$ cat config.mk
export PLATFORM = sky130hd
export DESIGN_NAME = slpw_ctrl
export DESIGN_NICKNAME = d
export VERILOG_FILES = /design/src/rtl/slpw_pkg.sv /design/src/rtl/slpw_depth_sel.sv /design/src/rtl/slpw_evt_latch.sv /design/src/rtl/slpw_fsm.sv /design/src/rtl/slpw_ctrl.sv
export SDC_FILE = /design/constraint.sdc
export NUM_CORES = 1
export LEC_CHECK = 0
export BUFFER_PORTS_ARGS = -buffer_cell sky130_fd_sc_hd__buf_4
export CAP_MARGIN = 5
export CORE_AREA = 4 4 41 43
export CTS_CLUSTER_DIAMETER = 50
export CTS_CLUSTER_SIZE = 16
export DETAILED_ROUTE_END_ITERATION = 6
export DIE_AREA = 0 0 45 47
export PLACE_DENSITY = 0.59
export SYNTH_ARGS = -nofsm -noshare
export SYNTH_HDL_FRONTEND = slang
export SYNTH_HIERARCHICAL = 1
export SYNTH_SLANG_ARGS = --single-unit
$ cat constraint.sdc
create_clock -name clk_i -period 1.15 [get_ports clk_i]
set_input_delay 0.0575 -clock clk_i [delete_from_list [all_inputs] [get_ports clk_i]]
set_output_delay 0.0575 -clock clk_i [all_outputs]
set_load 0.05 [all_outputs]
$ cat src/rtl/slpw_pkg.sv
package slpw_pkg;
    typedef enum logic [1:0] {
        MODE_RUN   = 2'd0,
        MODE_SLEEP = 2'd1,
        MODE_DEEP  = 2'd2,
        MODE_STOP  = 2'd3
    } pmode_e;

    typedef enum logic [1:0] {
        ST_RUN = 2'd0,
        ST_WFI = 2'd1,
        ST_WFE = 2'd2
    } slp_st_e;

    localparam int unsigned NUM_EVT_SRC = 3;
endpackage

$ cat src/rtl/slpw_depth_sel.sv
module slpw_depth_sel
    import slpw_pkg::*;
(
    input  logic   deep_i,
    input  logic   lfo_run_i,
    output pmode_e depth_o
);
    always_comb begin
        if (!deep_i) begin
            depth_o = MODE_SLEEP;
        end else if (lfo_run_i) begin
            depth_o = MODE_DEEP;
        end else begin
            depth_o = MODE_STOP;
        end
    end

    always_comb begin
        a_r3_never_run: assert (depth_o != MODE_RUN);
    end
endmodule

$ cat src/rtl/slpw_evt_latch.sv
module slpw_evt_latch #(
    parameter int unsigned NSRC = 3
) (
    input  logic            clk_i,
    input  logic            rst_ni,
    input  logic [NSRC-1:0] src_i,
    input  logic            clr_i,
    output logic            evt_now_o,
    output logic            latch_o
);
    logic latch_q;

    assign evt_now_o = |src_i;
    assign latch_o   = latch_q;

    always_ff @(posedge clk_i or negedge rst_ni) begin
        if (!rst_ni) begin
            latch_q <= 1'b0;
        end else if (clr_i) begin
            latch_q <= 1'b0;
        end else if (evt_now_o) begin
            latch_q <= 1'b1;
        end
    end

    // an event not being consumed leaves the latch set
    a_r8_evt_sets: assert property (@(posedge clk_i) disable iff (!rst_ni)
        (evt_now_o && !clr_i) |=> latch_q);
    // a consume always empties the latch
    a_r8_clr_empties: assert property (@(posedge clk_i) disable iff (!rst_ni)
        clr_i |=> !latch_q);
endmodule

$ cat src/rtl/slpw_fsm.sv
module slpw_fsm
    import slpw_pkg::*;
(
    input  logic   clk_i,
    input  logic   rst_ni,
    input  logic   wfi_i,
    input  logic   wfe_i,
    input  logic   soe_i,
    input  logic   thread_ret_i,
    input  logic   irq_req_i,
    input  logic   evt_now_i,
    input  logic   evt_latch_i,
    input  pmode_e depth_i,
    output logic   evt_clr_o,
    output pmode_e mode_o,
    output logic   wake_o
);
    slp_st_e st_q, st_d;
    pmode_e  mode_q;
    logic    wake_q;
    logic    go_wfi;

    assign go_wfi = wfi_i || (soe_i && thread_ret_i);

    always_comb begin
        st_d      = st_q;
        evt_clr_o = 1'b0;
        unique case (st_q)
            ST_RUN: begin
                if (go_wfi) begin
                    if (!irq_req_i) begin
                        st_d = ST_WFI;
                    end
                end else if (wfe_i) begin
                    if (evt_latch_i || evt_now_i) begin
                        evt_clr_o = 1'b1;
                    end else begin
                        st_d = ST_WFE;
                    end
                end
            end
            ST_WFI: begin
                if (irq_req_i) begin
                    st_d = ST_RUN;
                end
            end
            ST_WFE: begin
                if (irq_req_i || evt_now_i) begin
                    st_d      = ST_RUN;
                    evt_clr_o = 1'b1;
                end
            end
            default: begin
                st_d = ST_RUN;
            end
        endcase
    end

    always_ff @(posedge clk_i or negedge rst_ni) begin
        if (!rst_ni) begin
            st_q <= ST_RUN;
        end else begin
            st_q <= st_d;
        end
    end

    always_ff @(posedge clk_i or negedge rst_ni) begin
        if (!rst_ni) begin
            mode_q <= MODE_RUN;
            wake_q <= 1'b0;
        end else begin
            wake_q <= (st_q != ST_RUN) && (st_d == ST_RUN);
            if (st_q == ST_RUN && st_d != ST_RUN) begin
                mode_q <= depth_i;
            end else if (st_d == ST_RUN) begin
                mode_q <= MODE_RUN;
            end
        end
    end

    assign mode_o = mode_q;
    assign wake_o = wake_q;

    // wake is a single-cycle pulse
    a_r4_wake_one_cycle: assert property (@(posedge clk_i) disable iff (!rst_ni)
        wake_q |=> !wake_q);
    // wake coincides with run mode
    a_r4_wake_in_run: assert property (@(posedge clk_i) disable iff (!rst_ni)
        wake_q |-> (mode_q == MODE_RUN));
    // WFI without request enters a sleep depth
    a_r2_wfi_enters: assert property (@(posedge clk_i) disable iff (!rst_ni)
        (st_q == ST_RUN && wfi_i && !irq_req_i) |=> (mode_q != MODE_RUN));
    // depth held for the whole sleep
    a_r3_depth_held: assert property (@(posedge clk_i) disable iff (!rst_ni)
        ((st_q != ST_RUN) && $past(st_q != ST_RUN)) |-> $stable(mode_q));
    // WFI sleep only ends on an enabled request
    a_r5_wfi_needs_req: assert property (@(posedge clk_i) disable iff (!rst_ni)
        (st_q == ST_WFI && !irq_req_i) |=> (st_q == ST_WFI));
endmodule

$ cat src/rtl/slpw_ctrl.sv
module slpw_ctrl
    import slpw_pkg::*;
(
    input  logic       clk_i,
    input  logic       rst_ni,
    input  logic       wfi_i,
    input  logic       wfe_i,
    input  logic       sev_i,
    input  logic       deep_i,
    input  logic       sevonpend_i,
    input  logic       soe_i,
    input  logic       lfo_run_i,
    input  logic       irq_req_i,
    input  logic       pend_new_i,
    input  logic       hdl_enter_i,
    input  logic       thread_ret_i,
    output logic [1:0] mode_o,
    output logic       wake_o
);
    logic [NUM_EVT_SRC-1:0] evt_src;
    logic   evt_now, evt_latch, evt_clr;
    pmode_e depth, mode;

    assign evt_src = {hdl_enter_i, pend_new_i && sevonpend_i, sev_i};

    slpw_depth_sel u_depth (
        .deep_i    (deep_i),
        .lfo_run_i (lfo_run_i),
        .depth_o   (depth)
    );

    slpw_evt_latch #(.NSRC(NUM_EVT_SRC)) u_evt (
        .clk_i     (clk_i),
        .rst_ni    (rst_ni),
        .src_i     (evt_src),
        .clr_i     (evt_clr),
        .evt_now_o (evt_now),
        .latch_o   (evt_latch)
    );

    slpw_fsm u_fsm (
        .clk_i        (clk_i),
        .rst_ni       (rst_ni),
        .wfi_i        (wfi_i),
        .wfe_i        (wfe_i),
        .soe_i        (soe_i),
        .thread_ret_i (thread_ret_i),
        .irq_req_i    (irq_req_i),
        .evt_now_i    (evt_now),
        .evt_latch_i  (evt_latch),
        .depth_i      (depth),
        .evt_clr_o    (evt_clr),
        .mode_o       (mode),
        .wake_o       (wake_o)
    );

    assign mode_o = mode;

    // a sleep request with an enabled request present stays in run
    a_r10_req_blocks_sleep: assert property (@(posedge clk_i) disable iff (!rst_ni)
        (mode_o == MODE_RUN && irq_req_i && (wfi_i || (soe_i && thread_ret_i)))
        |=> (mode_o == MODE_RUN && !wake_o));
    // WFE with latch set returns without sleeping
    a_r8_wfe_latched_runs: assert property (@(posedge clk_i) disable iff (!rst_ni)
        (mode_o == MODE_RUN && !wake_o && wfe_i && !wfi_i && !thread_ret_i && evt_latch)
        |=> (mode_o == MODE_RUN && !wake_o && !evt_latch));
endmodule

==> results.json, run 1 <==
{
  "status": "finished clean",
  "num_io_pins": 16,
  "grt_max_degree": 8,
  "start_util_pct": 25.58,
  "rows": 13,
  "firstDrtPassIters": 4,
  "worst_hold_path_type": "input port to register",
  "n_antenna_cell": 0,
  "relSlewSlack_pct": 78.67,
  "routed_wl_um": 771,
  "worst_clock_skew_ns": 0.0006830,
  "mostFrequentLayoutCell": "buf_4",
  "total_power_w": 0.0005763,
  "gr-total-overflow": 0,
  "port_buffers": 15,
  "routed_via_density": 4.770,
  "grt_use_total_pct": 8.658,
  "yosys_register_bits": 6,
  "setup_violations": 0,
  "end_kind": "register",
  "die_x_um": 45,
  "synthDistinctLibCells": 21,
  "wl_per_cell_um": 10.42,
  "placed_cells": 66,
  "finalSetupTns_ns": 0,
  "fin_cells": 74,
  "ant_nets": 0,
  "max_cap_violations": 0,
  "coreArea_sq_um": 1301,
  "postSynthCellCount": 36,
  "ys_warn_count": 6,
  "htree_levels": 1,
  "cts_root_buf": "clkbuf_4",
  "syn_area_sq_um": 332.8,
  "holdPathStages": 3,
  "clock_latency_ns": 0.24,
  "grt_pass1_wl_um": 1262,
  "syn_avg_cell_area_sq_um": 9.245,
  "max-vdd-ir-drop_mv": 0.4168,
  "max_freq_mhz": 878.0,
  "tightest_slew_ns": 0.3200,
  "grt_pass1_vias": 323,
  "intPower_w": 0.0004223,
  "nets": 74,
  "rsz0062_at_grt": "yes",
  "timing.rr.end": "u_fsm/mode_o[1]",
  "worst_path_max_delay_cell": "dlygate4sd3_1",
  "fin_ws_ns": 0.01111,
  "path_cells": "dlygate4sd3_1 -> buf_4 -> or3_1 -> a31oi_1",
  "post-route-min-period_ns": 1.139,
  "r2r_slack_ns": 0.03,
  "vias": 353,
  "p_comb_share_pct": 26.5,
  "required_ns": 1.31,
  "holdPathEnd": "u_evt/latch_o",
  "pwr-share-seq_pct": 41.0,
  "critical_path_class": "input port to register",
  "p_sw_share_pct": 26.72,
  "hold_path.startpoint": "hdl_enter_i",
  "cts_tree": "yes",
  "p_switching_w": 0.0001540,
  "hold_violations": 0,
  "clockPowerShare_pct": 32.5,
  "crit_arrival_ns": 1.30,
  "finalHoldWorstSlack_ns": 0.04398,
  "max_stage_delay_ns": 0.54,
  "powerDensity_nw_per_um2": 1061,
  "die_area_sq_um": 2115,
  "place_ws_ns": -0.1641,
  "clkTransAtPathRegs_ns": 0.04,
  "crit_fanout": 4,
  "max-clock-path-buffers": 2,
  "fin_crit_sh_pct": 99.03,
  "syn_to_final_growth_pct": 63.16,
  "ys_seq_area_share_pct": 45.11,
  "slew_violations": 0,
  "layout_common_cells": "buf_4 (18), dfrtp_1 (5), clkbuf_4 (3), a21oi_1 (3)",
  "fp.dieH_um": 47,
  "clkSinkCount": 6,
  "drt_iter0_drc": 7,
  "r2r_cells": 4,
  "drive_above_1_share_pct": 40.68,
  "synth_nets": 49,
  "p_leak_nw": 0.2530,
  "gp_congestion": 0.8285,
  "rr_startpoint": "u_fsm/st_q[0]",
  "antenna_found_initial": 0,
  "cts_made_buffers": 3,
  "worst_setup_path_start_kind": "input port",
  "drc": 0
}
## layout make-up
| cell class | instances | area (sq um) |
|---|---|---|
| fillers | 137 | 758.2 |
| repair buffers | 21 | 175.2 |
| multi-input cells | 27 | 167.7 |
| flip-flops and latches | 6 | 151.4 |
| clock buffers | 3 | 22.52 |
| well taps | 15 | 18.77 |
| inverters | 2 | 7.507 |
## registers in the layout, summed over array words and instances, names as in the netlist
| register | count |
|---|---|
| u_fsm/mode_o | 2 |
| u_evt/latch_o | 1 |
| u_fsm/wake_o | 1 |
| u_fsm/st_q | 2 |
## power by group through the flow
stage / Clock [W] / Combinational [W] / Sequential, W
2_1_floorplan: 0 / 0.0000391 / 0.000268
3_3_place_gp: 0 / 0.000128 / 0.000239
3_5_place_dp: 0 / 0.000129 / 0.000239
4_1_cts: 0.000201 / 0.000143 / 0.000236
5_1_grt: 0.000217 / 0.000165 / 0.000238
6_report: 0.000187 / 0.000153 / 0.000236
## routing by layer
metal	global-route usage, %	vias to the layer above	share of wire, %
li1	-	178	-
met1	9.700	157	43
met2	12.71	18	44
met3	3.831	0	13
met4	7.018	0	0
met5	0	-	0
## how the worst max path moves through the flow
stage,startpoint,end
final,irq_req_i,u_fsm/mode_o[1]
after global routing,u_fsm/st_q[1],u_fsm/mode_o[1]
after CTS,u_fsm/st_q[0],u_evt/latch_o
after detailed placement,pend_new_i,u_fsm/mode_o[1]
after global placement,pend_new_i,u_fsm/mode_o[0]
after floorplan,pend_new_i,u_fsm/mode_o[0]
## critical path, delay by kind of cell
family                 cells  cell delay (ns)
buffers and inverters      2             0.69
AO/OA/AOI/OAI              1             0.17
AND/OR/NAND/NOR            1             0.38
## synth_stat cells
cell type  n  area share (%)
dfrtp_1    6              45
a21oi_1    3             4.5
o21ai_0    3             4.5
a31oi_1    2             3.8
inv_1      2             2.3
mux2i_1    2             6.0
nand2_1    2             2.3
nor2_1     2             2.3
or3_1      2             3.8
a211oi_1   1             2.3
and2_1     1             1.9
and2b_1    1             2.3
buf_4      1             2.3
nand3_1    1             1.5
nand4_1    1             1.9
nand4b_1   1             2.6
nor2_4     1             3.4
nor2b_1    1             1.9
nor3b_1    1             2.3
nor4_1     1             1.9
o21ai_1    1             1.5
## logic make-up (layout without fill, tap and decap cells)
kind of cell,Yosys count,count (layout),synth area share (%)
buffers and inverters,3,26,4.513
muxes,2,2,6.015
DFF,6,6,45.11
AOI/OAI and AO/OA,10,10,16.54
and+or+nand+nor,15,15,27.83
## through the flow
stage                     utilization [%]  area [sq um]
after floorplan                         -         332.8
after global placement              35.67         464.2
after detailed placement            35.67         464.2
after CTS                           40.10         521.8
after global routing                41.73         543.0
final                               41.73         543.0
## timing repair
| action | CTS | global route |
|---|---|---|
| hold buffers | 2 | 0 |
| pin swaps | 1 | 1 |
| setup endpoints to repair | 1 | 3 |
| setup buffers | 2 | 1 |
| gates resized for setup | 0 | 2 |
| hold endpoints to repair | 7 | 0 |
(Power assumes the default switching activity.)
==> inputs of run 2 (changes only) <==
--- a/config.mk
+++ b/config.mk
@@ -5,6 +5,7 @@
 export SDC_FILE = /design/constraint.sdc
 export NUM_CORES = 1
 export LEC_CHECK = 0
+export ABC_AREA = 1
 export BUFFER_PORTS_ARGS = -buffer_cell sky130_fd_sc_hd__buf_4
 export CAP_MARGIN = 5
 export CORE_AREA = 4 4 41 43
@@ -12,7 +13,7 @@
 export CTS_CLUSTER_SIZE = 16
 export DETAILED_ROUTE_END_ITERATION = 6
 export DIE_AREA = 0 0 45 47
-export PLACE_DENSITY = 0.59
+export PLACE_DENSITY = 0.63
 export SYNTH_ARGS = -nofsm -noshare
 export SYNTH_HDL_FRONTEND = slang
 export SYNTH_HIERARCHICAL = 1
==> run 2 against run 1 <==
Against the previous run: wire length up 2.9%; die area unchanged; non-clock buffer count down 3; area after synthesis up 15%; clock power about the same.
==> results.json, run 2 <==
{
  "ys_warn_count": 6,
  "max_cap_violations": 0,
  "cts_tree": "yes",
  "max_freq_mhz": 944.2,
  "rr_startpoint": "u_fsm/st_q[1]",
  "wl_per_cell_um": 9.329,
  "hold_violations": 0,
  "grt_pass1_vias": 339,
  "final_area_sq_um": 560.5,
  "yosysMostFrequentCell": "inv_1",
  "grt_pass1_wl_um": 1324,
  "grt_max_degree": 7,
  "slew_violations": 0,
  "finalSetupTns_ns": 0,
  "synth_nets": 63,
  "clkTransAtPathRegs_ns": 0.04,
  "holdPathEnd": "u_fsm/mode_o[1]",
  "p_leak_nw": 0.3302,
  "firstDrtPassIters": 2,
  "yosysTopAreaCell": "dfrtp_1",
  "syn_area_sq_um": 382.9,
  "routed_wl_um": 793,
  "tightest_slew_ns": 0.2554,
  "drive_above_1_share_pct": 41.43,
  "clock_latency_ns": 0.24,
  "r2r_cells": 5,
  "layout_common_cells": "buf_4 (17), inv_1 (13), nand2_1 (11)",
  "final_util_pct": 43.08,
  "fin_cells": 85,
  "yosys_register_bits": 6,
  "use_met2_pct": 14.69,
  "synth_edf_count": 0,
  "ys_seq_area_share_pct": 39.22,
  "grt.busiest_layer": "met2",
  "max-clock-path-buffers": 2,
  "n_antenna_cell": 0,
  "placed_cell_area_sq_um": 514.2,
  "fin_crit_sh_pct": 92.10,
  "crit_arrival_ns": 1.19,
  "rsz0062_at_grt": "no",
  "relSlewSlack_pct": 82.92,
  "powerDensity_nw_per_um2": 1025,
  "antenna_found_initial": 0,
  "setup_violations": 0,
  "end_kind": "register",
  "num_io_pins": 16,
  "required_ns": 1.28,
  "syn_to_final_growth_pct": 46.41,
  "status": "finished clean",
  "synth.top_cells.by_count": "inv_1 (13), nand2_1 (11), nand3_1 (9), dfrtp_1 (6)",
  "worst_setup_path_start_kind": "register",
  "die_x_um": 45,
  "hold_path.startpoint": "deep_i",
  "grtUsageMet3_pct": 1.533,
  "post-route-min-period_ns": 1.059,
  "async_reset_ff_share_pct": 100.0,
  "max_stage_delay_ns": 0.40,
  "mostFrequentLayoutCell": "buf_4",
  "synth_area_leaders": "dfrtp_1 (39%), inv_1 (13%), nand3_1 (12%), nand2_1 (11%), nand2_8 (5.2%)",
  "gp_congestion": 0.7259,
  "cts_root_buf": "clkbuf_4",
  "p_sw_share_pct": 28.42,
  "die_area_sq_um": 2115,
  "grt_use_total_pct": 8.903,
  "synthDistinctLibCells": 12,
  "clkSinkCount": 6,
  "drc": 0,
  "start_util_pct": 29.42,
  "clockPowerShare_pct": 32.6,
  "routed_via_density": 4.235,
  "ant_nets": 0,
  "drt_iter0_drc": 2,
  "finalHoldWorstSlack_ns": 0.06009,
  "yosysTopAreaCellShare_pct": 39.22,
  "crit_fanout": 4,
  "rows": 13,
  "coreArea_sq_um": 1301,
  "htree_levels": 1,
  "max-vdd-ir-drop_mv": 0.4575,
  "nets": 85,
  "worst_clock_skew_ns": 0.001185,
  "vias": 360,
  "gr-total-overflow": 0,
  "r2r_slack_ns": 0.09,
  "placed_cells": 80,
  "pwr-share-seq_pct": 40.7,
  "holdPathStages": 3,
  "p_switching_w": 0.0001633,
  "worst_path_max_delay_cell": "dfrtp_2",
  "fp.dieH_um": 47,
  "dp_hpwl_um": 645.9,
  "critical_path_class": "register to register",
  "worst_path_most_repeated_cell": "inv_1",
  "path_cells": "inv_1 -> o32ai_1 -> inv_1 -> nand2_1 -> inv_1",
  "p_comb_share_pct": 26.6,
  "global_route.usage.met1_pct": 9.491,
  "port_buffers": 15,
  "postSynthCellCount": 50,
  "timing.rr.end": "u_evt/latch_o",
  "intPower_w": 0.0004112,
  "syn_avg_cell_area_sq_um": 7.657,
  "cts_made_buffers": 3,
  "worst_hold_path_type": "input port to register",
  "synth_ff_type": "dfrtp_1"
}
[run 2: cell types whose count changed after synthesis, sizes merged, moves of 2 or more]
cell	before	now
a31oi	2	0
a21oi	3	0
o21ai	4	0
inv	2	13
nand2	2	14
nand3	1	10
nor2	3	5
or3	2	0
mux2i	2	0
[run 2: logic make-up after synthesis]
group | after synthesis | share of synthesized area, %
AOI/OAI and AO/OA | 1 | 2.288
and+or+nand+nor | 29 | 43.79
DFF | 6 | 39.21
buffers and inverters | 14 | 14.71
[run 2: area by class of cell]
| class | count | area, sq um |
|---|---|---|
| Fill cell | 152 | 740.7 |
| Tap cell | 15 | 18.77 |
| Sequential cell | 6 | 151.4 |
| Timing Repair Buffer | 18 | 137.6 |
| Multi-Input combinational cell | 30 | 181.4 |
| Clock buffer | 3 | 22.52 |
| Inverter | 13 | 48.80 |
[run 2: metrics by stage]
| step | setup WS (ns) | total power, W |
|---|---|---|
| 6_report | 0.09089 | 0.0005745 |
| 5_1_grt | 0.004553 | 0.0006176 |
| 4_1_cts | 0.06356 | 0.0005815 |
| 3_5_place_dp | 0.01551 | 0.0003819 |
| 3_3_place_gp | 0.04038 | 0.0003808 |
| 2_1_floorplan | 0.1058 | 0.0003211 |
[run 2: worst max-delay path, delay by kind of cell (launching register included)]
family / cells / cell delay, ns
flops: 1 / 0.40
simple gates: 1 / 0.07
buf+inv: 3 / 0.19
compound gates: 1 / 0.29
[run 2: power groups by stage]
stage	logic, W	clock network (W)	registers (W)
final	0.000153	0.000187	0.000234
after global routing	0.000168	0.000215	0.000235
after CTS	0.000148	0.000199	0.000234
after detailed placement	0.000145	0	0.000237
after global placement	0.000144	0	0.000236
after floorplan	0.0000561	0	0.000265
[run 2: repair_timing]
action                     in CTS  in global routing
buffers inserted                0                  1
hold endpoints to repair        6                  0
hold buffers                    1                  0
setup endpoints to repair       0                  2
resized for setup               0                  2
[run 2: how the worst max path moves through the flow]
| stage | slack, ns | from | to | cells after the start |
|---|---|---|---|---|
| floorplan | 0.11 | u_fsm/st_q[1] | u_fsm/mode_o[0] | 7 |
| global placement | 0.04 | pend_new_i | u_fsm/mode_o[0] | 12 |
| detailed placement | 0.02 | pend_new_i | u_fsm/mode_o[1] | 12 |
| CTS | 0.06 | u_fsm/st_q[1] | u_fsm/mode_o[0] | 7 |
| global route | 0.005 | u_evt/latch_o | u_fsm/mode_o[0] | 7 |
| finish | 0.09 | u_fsm/st_q[1] | u_evt/latch_o | 5 |
[run 2: metal layers]
layer	vias up	part of all wire, %
met1	160	39
met3	0	7.4
met5	-	0
met4	0	0
li1	190	-
met2	10	54
==> inputs of run 3 (changes only) <==
--- a/config.mk
+++ b/config.mk
@@ -13,8 +13,7 @@
 export CTS_CLUSTER_SIZE = 16
 export DETAILED_ROUTE_END_ITERATION = 6
 export DIE_AREA = 0 0 45 47
-export PLACE_DENSITY = 0.63
+export PLACE_DENSITY = 0.56
 export SYNTH_ARGS = -nofsm -noshare
 export SYNTH_HDL_FRONTEND = slang
-export SYNTH_HIERARCHICAL = 1
 export SYNTH_SLANG_ARGS = --single-unit
==> run 3 against run 2 <==
Against the previous run: combinational power is 10% lower; worst setup slack got worse by 0.027 ns; via count is 12% lower; sequential share of layout area grew 2.8 points; critical endpoint is now u_fsm.mode_o[1]; largest cell class unchanged; highest routed layer is now met4.
==> results.json, run 3 <==
{
  "hold_violations": 0,
  "port_buffers": 15,
  "critical_path_class": "register to register",
  "max_stage_delay_ns": 0.43,
  "timing.rr.end": "u_fsm.mode_o[1]",
  "r2r_slack_ns": 0.06,
  "yosysTopAreaCell": "dfrtp_1",
  "cts_made_buffers": 3,
  "routed_via_density": 4.227,
  "die_area_sq_um": 2115,
  "cts_tree": "yes",
  "grt_pass1_wl_um": 1110,
  "ant_nets": 0,
  "drive_above_1_share_pct": 48.33,
  "dp_hpwl_um": 526.5,
  "use_met2_pct": 11.86,
  "hold_path.startpoint": "deep_i",
  "yosysTopAreaCellShare_pct": 50.00,
  "synth_ff_type": "dfrtp_1",
  "crit_arrival_ns": 1.27,
  "post-route-min-period_ns": 1.086,
  "powerDensity_nw_per_um2": 1103,
  "worst_setup_path_start_kind": "register",
  "die_x_um": 45,
  "clock_latency_ns": 0.24,
  "cpLargestDelayFamily": "simple AND/OR/NAND/NOR gates",
  "start_util_pct": 23.08,
  "vias": 317,
  "grtUsageMet3_pct": 4.598,
  "gp_congestion": 0.7356,
  "slew_violations": 0,
  "nets": 75,
  "cts_root_buf": "clkbuf_4",
  "crit_buf_inv": 0,
  "num_io_pins": 16,
  "p_leak_nw": 0.2702,
  "wl_per_cell_um": 9.520,
  "max-vdd-ir-drop_mv": 0.6482,
  "drc": 0,
  "holdPathEnd": "u_fsm.mode_o[1]",
  "gr-total-overflow": 0,
  "rr_startpoint": "u_fsm.st_q[1]",
  "yosys_register_bits": 6,
  "synth_area_leaders": "dfrtp_1 (50%), nand2_1 (14%), nand3_1 (10%), nor2_1 (7.5%), inv_1 (3.8%)",
  "fin_crit_sh_pct": 94.44,
  "routed_wl_um": 714,
  "clkTransAtPathRegs_ns": 0.04,
  "synthDistinctLibCells": 11,
  "grt_use_total_pct": 7.876,
  "n_antenna_cell": 0,
  "firstDrtPassIters": 2,
  "postSynthCellCount": 38,
  "synth_edf_count": 0,
  "layout_common_cells": "buf_4 (18), nand2_1 (10), nor2_1 (6)",
  "yosysMostFrequentCell": "nand2_1",
  "clkSinkCount": 6,
  "setup_violations": 0,
  "final_util_pct": 39.04,
  "worst_clock_skew_ns": 0.001297,
  "htree_levels": 1,
  "max_cap_violations": 0,
  "worst_path_max_delay_cell": "dfrtp_2",
  "grt_max_degree": 7,
  "syn_area_sq_um": 300.3,
  "drt_iter0_drc": 4,
  "global_route.usage.met1_pct": 8.353,
  "critPathLaunch": "u_fsm.st_q[1]",
  "relSlewSlack_pct": 88.51,
  "crit_fanout": 5,
  "rows": 13,
  "end_kind": "register",
  "syn_avg_cell_area_sq_um": 7.902,
  "grt.busiest_layer": "met2",
  "max-clock-path-buffers": 2,
  "synth_nets": 51,
  "worst_hold_path_type": "input port to register",
  "async_reset_ff_share_pct": 100.0,
  "ys_seq_area_share_pct": 50.00,
  "path_cells": "nor2_4 -> nand2_2 -> nor2_4 -> nand2_2 -> nand3_4 -> nand3_1 -> nand2_1",
  "mostFrequentLayoutCell": "buf_4",
  "status": "finished clean",
  "ys_warn_count": 0,
  "finalSetupTns_ns": 0,
  "r2r_cells": 7,
  "grt_pass1_vias": 301,
  "antenna_found_initial": 0,
  "required_ns": 1.33,
  "holdPathStages": 3,
  "synth.top_cells.by_count": "nand2_1 (11), dfrtp_1 (6), nand3_1 (6), nor2_1 (6), inv_1 (3)",
  "coreArea_sq_um": 1301,
  "syn_to_final_growth_pct": 69.17,
  "max_freq_mhz": 920.7,
  "tightest_slew_ns": 0.1718,
  "fp.dieH_um": 47,
  "worstSetupPathDepth": 7
}
==> run 3: cell count changes in the layout (fill, tap and decap cells not counted), sizes merged <==
| cell | change |
|---|---|
| nor2 | +3 |
| nand3 | -3 |
| buf | +1 |
| inv | -10 |
| nand2 | -2 |
| clkinv | +1 |
| o32ai | -1 |
| o21a | +1 |
==> run 3: worst max path at each step <==
stage | end | slack [ns]
5_1_grt | u_fsm.mode_o[0] | -0.03
3_5_place_dp | u_fsm.mode_o[1] | 0.06
6_report | u_fsm.mode_o[1] | 0.06
2_1_floorplan | u_fsm.mode_o[0] | 0.1
4_1_cts | u_fsm.mode_o[1] | 0.05
3_3_place_gp | u_fsm.mode_o[0] | 0.06
==> run 3: cell type report <==
class | instances | area [sq um]
inverters | 4 | 15.01
clock buffers | 3 | 22.52
fillers | 151 | 793.3
multi-input cells | 28 | 155.1
well taps | 15 | 18.77
repair buffers | 19 | 145.1
flip-flops and latches | 6 | 151.4
==> run 3: where the power goes <==
part / leakage, nW / internal [W] / total, W / switching (W)
Clock: 0.0138 / 0.000118 / 0.000190 / 0.0000725
Sequential: 0.0736 / 0.000225 / 0.000233 / 0.00000791
Combinational: 0.183 / 0.0000630 / 0.000137 / 0.0000743
==> run 3: logic make-up (layout without fill, tap and decap cells) <==
family	count (synthesis)	count (layout)	synth area share (%)
buf+inv	4	26	4.999
simple gates	27	27	42.50
compound gates	1	1	2.501
flops	6	6	50.00
==> run 3: repair_timing <==
action / in CTS / in global routing
resized for setup: 0 / 6
setup endpoints to repair: 0 / 3
hold endpoints to repair: 6 / 0
buffers inserted: 0 / 2
hold buffers: 1 / 0
==> run 3: through the flow <==
step	cell area (sq um)	hold slack, ns	worst slack [ns]	total power, W	std cells
5_1_grt	508.0	0.05193	-0.02535	0.0005999	75
3_5_place_dp	439.2	-0.1301	0.05932	0.0003615	69
4_1_cts	471.7	0.05012	0.05084	0.0005599	73
3_3_place_gp	439.2	-0.1297	0.05530	0.0003603	69
2_1_floorplan	300.3	-0.2381	0.09564	0.0003009	38
6_report	508.0	0.05495	0.06391	0.0005605	75
==> run 3: worst min-delay path: cells and delay by family <==
family,cells,cell delay [ns]
AND/OR/NAND/NOR,2,0.12
buffers and inverters,1,0.09
==> run 3: metal layers <==
layer  routed length, um  part of all wire (%)
met1                 268                    38
met5                   0                     0
met2                 383                    54
met3                  52                   7.3
met4                   9                   1.3
